<file path="src/rtl/irqc_pkg.sv">
// Package: shared types, offsets and the arbitration merge for the
// interrupt controller. Assumes at most 64 sources.
package irqc_pkg;
    localparam int IDX_W  = 6;
    localparam int PRI_W  = 8;
    localparam int DATA_W = 32;
    localparam int ADDR_W = 8;

    localparam logic [ADDR_W-1:0] OFS_PEND_HI = 8'h00;
    localparam logic [ADDR_W-1:0] OFS_PEND_LO = 8'h04;
    localparam logic [ADDR_W-1:0] OFS_MASK_HI = 8'h08;
    localparam logic [ADDR_W-1:0] OFS_MASK_LO = 8'h0C;
    localparam logic [ADDR_W-1:0] OFS_FORC_HI = 8'h10;
    localparam logic [ADDR_W-1:0] OFS_FORC_LO = 8'h14;
    localparam logic [ADDR_W-1:0] OFS_CTRL    = 8'h40;
    localparam logic [ADDR_W-1:0] OFS_ACK     = 8'hE0;

    // One contender in the arbitration tree
    typedef struct packed {
        logic             vld;
        logic [PRI_W-1:0] pri;
        logic [IDX_W-1:0] idx;
    } irqc_node_t;

    // Merge two contenders; hi covers higher source numbers and wins ties
    function automatic irqc_node_t irqc_merge(input irqc_node_t lo,
                                              input irqc_node_t hi);
        if (hi.vld && (!lo.vld || hi.pri >= lo.pri))
            return hi;
        return lo;
    endfunction
endpackage

</file>
<file path="src/rtl/irqc_regs.sv">
// Register file: pending capture, mask halves, control bytes, read mux
// and write decode with the bad-access flag. Assumes N_SRC <= 64 and
// a power of two; the low 8 address bits form the offset.
module irqc_regs
    import irqc_pkg::*;
#(
    parameter int N_SRC = 64
) (
    input  logic              clk,
    input  logic              rst_n,
    input  logic [N_SRC-1:0]  irq_in,
    input  logic              bus_sel,
    input  logic              bus_wr,
    input  logic [ADDR_W-1:0] bus_addr,
    input  logic [DATA_W-1:0] bus_wdata,
    input  logic [7:0]        cur_vector,
    output logic [DATA_W-1:0] bus_rdata,
    output logic              bad_access,
    output logic [N_SRC-1:0]  pend_q,
    output logic [N_SRC-1:0]  force_w,
    output logic [N_SRC-1:0]  mask_q,
    output logic [N_SRC-1:0]  en_q,
    output logic [N_SRC*PRI_W-1:0] ctrl_flat
);
    localparam int SEL_W = $clog2(N_SRC);

    logic [63:0] mask64_q;
    logic [63:0] pend64;
    logic [63:0] mask64_view;
    logic [PRI_W-1:0] ctrl_q [N_SRC];
    logic in_ctrl, is_pend, is_mask_hi, is_mask_lo, wr_ok;
    logic [SEL_W-1:0] ctrl_sel;

    assign force_w     = '0;
    assign mask_q      = mask64_q[N_SRC-1:0];
    assign pend64      = 64'(pend_q);
    assign mask64_view = mask64_q;
    assign in_ctrl     = (bus_addr >= OFS_CTRL) &&
                         (bus_addr < OFS_CTRL + ADDR_W'(N_SRC));
    assign ctrl_sel    = SEL_W'(bus_addr - OFS_CTRL);
    assign is_pend     = (bus_addr == OFS_PEND_HI) || (bus_addr == OFS_PEND_LO);
    assign is_mask_hi  = (bus_addr == OFS_MASK_HI);
    assign is_mask_lo  = (bus_addr == OFS_MASK_LO);
    assign wr_ok       = is_pend || is_mask_hi || is_mask_lo || in_ctrl;

    // Pending follows the request lines each clock
    always_ff @(posedge clk) begin
        if (!rst_n) pend_q <= '0;
        else        pend_q <= irq_in;
    end

    // Mask halves, each written independently
    always_ff @(posedge clk) begin
        if (!rst_n) begin
            mask64_q <= '1;
        end else if (bus_sel && bus_wr) begin
            if (is_mask_hi) mask64_q[63:32] <= bus_wdata;
            if (is_mask_lo) mask64_q[31:0]  <= bus_wdata;
        end
    end

    // One control byte and enable bit per source
    for (genvar s = 0; s < N_SRC; s++) begin : g_ctrl
        always_ff @(posedge clk) begin
            if (!rst_n) begin
                ctrl_q[s] <= '0;
                en_q[s]   <= 1'b0;
            end else if (bus_sel && bus_wr && in_ctrl &&
                         ctrl_sel == SEL_W'(s)) begin
                ctrl_q[s] <= bus_wdata[PRI_W-1:0];
                en_q[s]   <= |bus_wdata[PRI_W-1:0];
            end
        end
        assign ctrl_flat[s*PRI_W +: PRI_W] = ctrl_q[s];
    end

    // Flag writes to offsets that cannot be written
    always_ff @(posedge clk) begin
        if (!rst_n) bad_access <= 1'b0;
        else        bad_access <= bus_sel && bus_wr && !wr_ok;
    end

    // Read data, zero for force words and unmapped offsets
    always_comb begin
        bus_rdata = '0;
        if (in_ctrl) begin
            bus_rdata = DATA_W'(ctrl_q[ctrl_sel]);
        end else begin
            case (bus_addr)
                OFS_PEND_HI: bus_rdata = pend64[63:32];
                OFS_PEND_LO: bus_rdata = pend64[31:0];
                OFS_MASK_HI: bus_rdata = mask64_view[63:32];
                OFS_MASK_LO: bus_rdata = mask64_view[31:0];
                OFS_ACK:     bus_rdata = DATA_W'(cur_vector);
                default:     bus_rdata = '0;
            endcase
        end
    end
endmodule

</file>
<file path="src/rtl/irqc_arb.sv">
// Arbiter: reduces the candidate set to one winner through a binary
// tree of merges. Higher control byte wins; ties go to the higher
// index. Assumes N_SRC is a power of two.
module irqc_arb
    import irqc_pkg::*;
#(
    parameter int N_SRC = 64
) (
    input  logic [N_SRC-1:0]       cand,
    input  logic [N_SRC*PRI_W-1:0] ctrl_flat,
    output irqc_node_t             winner
);
    localparam int NODES = 2*N_SRC - 1;

    irqc_node_t node [NODES];

    // Fill leaves in source order, then merge pairs up to the root
    always_comb begin
        for (int s = 0; s < N_SRC; s++) begin
            node[N_SRC-1+s].vld = cand[s];
            node[N_SRC-1+s].pri = ctrl_flat[s*PRI_W +: PRI_W];
            node[N_SRC-1+s].idx = IDX_W'(s);
        end
        for (int i = N_SRC-2; i >= 0; i--)
            node[i] = irqc_merge(node[2*i+1], node[2*i+2]);
    end

    assign winner = node[0];
endmodule

</file>
<file path="src/rtl/irq_prio_ctrl.sv">
// Top: 64-source priority interrupt controller. Builds the candidate
// set, arbitrates, and registers level and vector toward the processor.
module irq_prio_ctrl
    import irqc_pkg::*;
#(
    parameter int N_SRC    = 64,
    parameter int VEC_BASE = 64,
    parameter int IDLE_VEC = 24
) (
    input  logic              clk,
    input  logic              rst_n,
    input  logic [N_SRC-1:0]  irq_in,
    input  logic              bus_sel,
    input  logic              bus_wr,
    input  logic [7:0]        bus_addr,
    input  logic [31:0]       bus_wdata,
    output logic [31:0]       bus_rdata,
    output logic              bad_access,
    output logic [2:0]        cpu_level,
    output logic [7:0]        cpu_vector
);
    logic [N_SRC-1:0]       pend_q, force_w, mask_q, en_q, cand;
    logic [N_SRC*PRI_W-1:0] ctrl_flat;
    irqc_node_t             winner;
    logic                   cand_any;

    irqc_regs #(.N_SRC(N_SRC)) u_regs (
        .clk(clk), .rst_n(rst_n), .irq_in(irq_in),
        .bus_sel(bus_sel), .bus_wr(bus_wr), .bus_addr(bus_addr),
        .bus_wdata(bus_wdata), .cur_vector(cpu_vector),
        .bus_rdata(bus_rdata), .bad_access(bad_access),
        .pend_q(pend_q), .force_w(force_w), .mask_q(mask_q),
        .en_q(en_q), .ctrl_flat(ctrl_flat)
    );

    // Candidate set: requested, enabled and unmasked
    assign cand = (pend_q | force_w) & en_q & ~mask_q;

    irqc_arb #(.N_SRC(N_SRC)) u_arb (
        .cand(cand), .ctrl_flat(ctrl_flat), .winner(winner)
    );

    assign cand_any = winner.vld;

    // Output stage toward the processor
    always_ff @(posedge clk) begin
        if (!rst_n) begin
            cpu_level  <= '0;
            cpu_vector <= 8'(IDLE_VEC);
        end else if (winner.vld) begin
            cpu_level  <= winner.pri[2:0];
            cpu_vector <= 8'(VEC_BASE) + 8'(winner.idx);
        end else begin
            cpu_level  <= '0;
            cpu_vector <= 8'(IDLE_VEC);
        end
    end
endmodule

</file>
<file path="config.mk">
export PLATFORM = sky130hd
export DESIGN_NAME = irq_prio_ctrl
export DESIGN_NICKNAME = d
export VERILOG_FILES = /design/src/rtl/irqc_pkg.sv /design/src/rtl/irqc_regs.sv /design/src/rtl/irqc_arb.sv /design/src/rtl/irq_prio_ctrl.sv
export SDC_FILE = /design/constraint.sdc
export NUM_CORES = 2
export LEC_CHECK = 0
export ABC_AREA = 1
export BUFFER_PORTS_ARGS = -buffer_cell sky130_fd_sc_hd__buf_2
export CAP_MARGIN = 10
export CELL_PAD_IN_SITES_DETAIL_PLACEMENT = 2
export CELL_PAD_IN_SITES_GLOBAL_PLACEMENT = 2
export CORE_UTILIZATION = 38
export CTS_CLUSTER_SIZE = 25
export DETAILED_ROUTE_END_ITERATION = 12
export GPL_ROUTABILITY_DRIVEN = 0
export PLACE_DENSITY_LB_ADDON = 0.1
export SLEW_MARGIN = 40
export SYNTH_ARGS = -nofsm -noshare
export SYNTH_HDL_FRONTEND = slang
export SYNTH_SLANG_ARGS = --single-unit
</file>
<file path="constraint.sdc">
create_clock -name clk -period 9.1 [get_ports clk]
set_clock_uncertainty 0.05 [all_clocks]
set_input_delay 0.91 -clock clk [delete_from_list [all_inputs] [get_ports clk]]
set_output_delay 0.91 -clock clk [all_outputs]
set_load 0.005 [all_outputs]
</file>
==> results.yml <==
synthesis:
  syn_area_um2: 49900
  synth_ff_type: "edfxtp_1"
  yosys_warnings: 0
  yosysUniqueCellTypes: 47
  avgSynthCellArea_um2: 7.49
  syn_inst: 6661
  ys_seq_area_share_pct: 39.0
  synth_top_area_cell: "edfxtp_1"
  synth_fp_nets: 7273
  synth-edff-count: 512
  ys_ff_latch: 715
  yosys.area.top_type_share_pct: 30.8
  async_flop_share_pct: 0
  ys_top_cells_by_area: "edfxtp_1, nand2_1, ha_1"
worst_setup_path:
  critPathTopFamily: "simple AND/OR/NAND/NOR gates"
  crit_buf_inv: 6
  worst-endpoint-arrival_ns: 9.65
  path_class: "register to register"
  worstPathRequired_ns: 9.69
  crit_fanout: 12
  r2r_setup_slack_ns: 0.04
  end_kind: "register"
  max_stage_delay_ns: 0.42
  slowest_stage: "edfxtp_1"
  crit_top_cell: "nand2_1"
  startpoint_type: "register"
routing:
  drt-total-wl_um: 257000
  drtPass1Iterations: 6
  top_layer_used: "met5"
  via_per_inst: 5.90
  met3WireLength_um: 20300
  final_antenna_net_count: 0
  dr_wl_met2_um: 117000
  drt_iter0_drc: 4472
  routedWlPerCell_um: 29.5
  vias: 51507
  drt-met1-wl_um: 107000
  drc: 0
power_and_ir_drop:
  p_clk_share_pct: 42.9
  peakVddDrop_uv: 182
  p_int_uw: 6280
  switchingPower_uw: 2710
  power_density_nw_per_um2: 154
  p_seq_share_pct: 41.4
  switching_share_pct: 30.1
  total_leakage_power_uw: 0.0276
  comb_power_share_pct: 15.6
layout:
  num-fill-cells: 14869
  nets: 7519
  drive_gt1_share_pct: 13.9
  area_growth_pct: 17.2
  seqCellArea_um2: 19400
  multi_input_area_um2: 27400
  design_area_um2: 58500
floorplanning:
  rows: 132
  coreArea_um2: 130000
  die_height_um: 364
  design.die.area_um2: 133000
  fp.dieW_um: 364
  start_util_pct: 38.4
  num_io_pins: 152
timing:
  period_share_pct: 99.6
  whs_ns: 0.329
  drv_slew: 0
  period_minus_slack_ns: 9.06
  timing.final.hold_violations: 0
  maxSlewHeadroom_pct: 37.8
  max_freq_ghz: 0.110
  worstMarginPinSlew_ns: 0.932
  setup_viol: 0
  rsz0062_at_grt: "true"
global_routing:
  grt_max_degree: 149
  overflow: 0
  grt_use_total_pct: 37.1
  grt_pass1_wl_um: 358000
  grt_pass1_vias: 53457
  antenna_found_initial: 24
run:
  maxCapViolCount: 0
cts:
  clock_sinks: 715
  clkLatencyLatePin_ns: 0.73
  postCtsHoldBufs: 0
  numCtsBuffers: 90
  cts_tree: "done"
  cts-root-buf: "clkbuf_16"
  clk_pin_slew_ns: 0.06
  htreeDepth: 3
  clock_path_buffers: 3
placed_design:
  port_buffers: 150
  dpl.hpwl_um: 191000
  placed_area_um2: 52800
hold_path:
  min_path_type: "input port to register"
outcome:
  status: "completed"
==> final cells by class <==
| type | count | area share [%] |
|---|---|---|
| Clock inverter | 43 | 0.862 |
| Inverter | 908 | 5.93 |
| Sequential cell | 715 | 33.2 |
| Timing Repair Buffer | 396 | 4.86 |
| Antenna cell | 4 | 0.0171 |
| Clock buffer | 126 | 4.42 |
| Multi-Input combinational cell | 4791 | 46.9 |
| Timing Repair inverter | 5 | 0.0621 |
| Tap cell | 1742 | 3.73 |
==> cells in the final DEF, fill, tap and decap left out, types with 17 or more instances in the layout <==
cell,n
a21o_1,43
a21oi_1,166
a21oi_2,19
and2_1,44
buf_2,150
buf_4,213
buf_6,18
clkbuf_1,24
clkbuf_16,97
clkinv_2,18
dfxtp_1,203
edfxtp_1,512
ha_1,497
inv_1,849
inv_2,33
nand2_1,1672
nand2_2,56
nand2_4,52
nand3_1,362
nand3_2,35
nand3b_1,17
nand4_1,91
nor2_1,679
nor2_2,30
nor2_4,20
nor3_1,23
o211ai_1,48
o21ai_0,397
o21ai_1,131
o21ai_2,108
o22ai_1,159
==> power by group through the flow <==
stage	combinational, uW	clock (uW)	sequential (uW)
final	1400	3860	3720
after global routing	1510	3980	3730
after CTS	1310	3870	3720
after detailed placement	1290	0	3790
after global placement	1210	0	3780
after floorplan	747	0	3730
==> synthesized netlist by cell type, types with 2 or more instances <==
cell type,instances
nand2_1,1741
inv_1,887
nor2_1,704
o21ai_0,533
edfxtp_1,512
ha_1,504
nand3_1,399
dfxtp_1,203
a21oi_1,185
o22ai_1,159
clkbuf_1,148
nand4_1,91
o21ai_1,81
buf_2,62
and2_1,48
o211ai_1,48
a21o_1,43
o21ai_2,38
nor3_1,33
buf_4,25
nand2_2,21
nor2_2,21
buf_1,20
inv_2,17
nand3b_1,17
a41oi_1,15
o21a_1,15
o221ai_1,12
o2111ai_1,11
buf_6,10
a22oi_1,8
o21bai_1,8
a221oi_1,7
nor3_2,7
or2_2,6
clkinv_1,4
nor2_4,4
or2_1,3
a21boi_0,2
a22o_1,2
==> worst reg2reg max path: cells and delay by family (launching register included) <==
kind	cells	cell delay, ns
AO/OA/AOI/OAI	10	2.00
flip-flops	1	0.42
AND/OR/NAND/NOR	29	3.97
adder cells (fa/ha/maj)	6	1.84
buffers and inverters	6	0.72
==> path summary, 6_finish.rpt <==
check                            start                end  depth (start not counted)
setup / recovery  u_regs.ctrl_q[55][7]      cpu_vector[0]                         51
hold / removal              irq_in[26]  u_regs.pend_q[26]                          3
setup reg to reg  u_regs.ctrl_q[55][7]      cpu_vector[0]                         51
hold reg to reg        u_regs.en_q[18]    u_regs.en_q[18]                          2
==> cells by family after synthesis <==
family                   count (synthesis)  share of synthesized area (%)
flip-flops                             715                           39.0
AND/OR/NAND/NOR                       3099                           25.7
AO/OA/AOI/OAI                         1169                           13.4
adder cells (fa/ha/maj)                504                           12.6
buffers and inverters                 1173                           9.32
other                                    1                        0.00752
==> metrics by stage <==
step / total power (uW) / std cells / setup slack [ns] / utilization (%) / setup TNS, ns
after floorplan: 4480 / 6661 / 1.08 / - / 0
after global placement: 4990 / 8416 / -0.187 / 40.6 / -0.889
after detailed placement: 5070 / 8418 / -0.550 / 40.7 / -4.20
after CTS: 8900 / 8593 / -0.00964 / 43.2 / -0.00964
after global routing: 9220 / 8726 / -0.268 / 45.0 / -1.81
final: 8980 / 8730 / 0.0396 / 45.0 / 0
==> registers in the layout, indices dropped and copies added, names as in the netlist <==
register	cells
u_regs.ctrl_q	512
u_regs.en_q	64
u_regs.mask_q	64
u_regs.pend_q	64
cpu_vector	7
cpu_level	3
u_regs.bad_access	1
==> routing by layer <==
layer	vias up	track usage, %
met5	-	0
met4	30	16.4
met3	621	7.59
met2	1968	60.3
met1	26194	47.4
li1	22694	-
==> repair_timing <==
item,CTS,global route
cloned,1,25
endpoints found under the hold margin,0,0
pin swaps,1,86
resized for setup,96,433
endpoints found under the setup margin,9,9
setup buffers,5,108
Note: power is estimated with default switching activity, not from simulation.
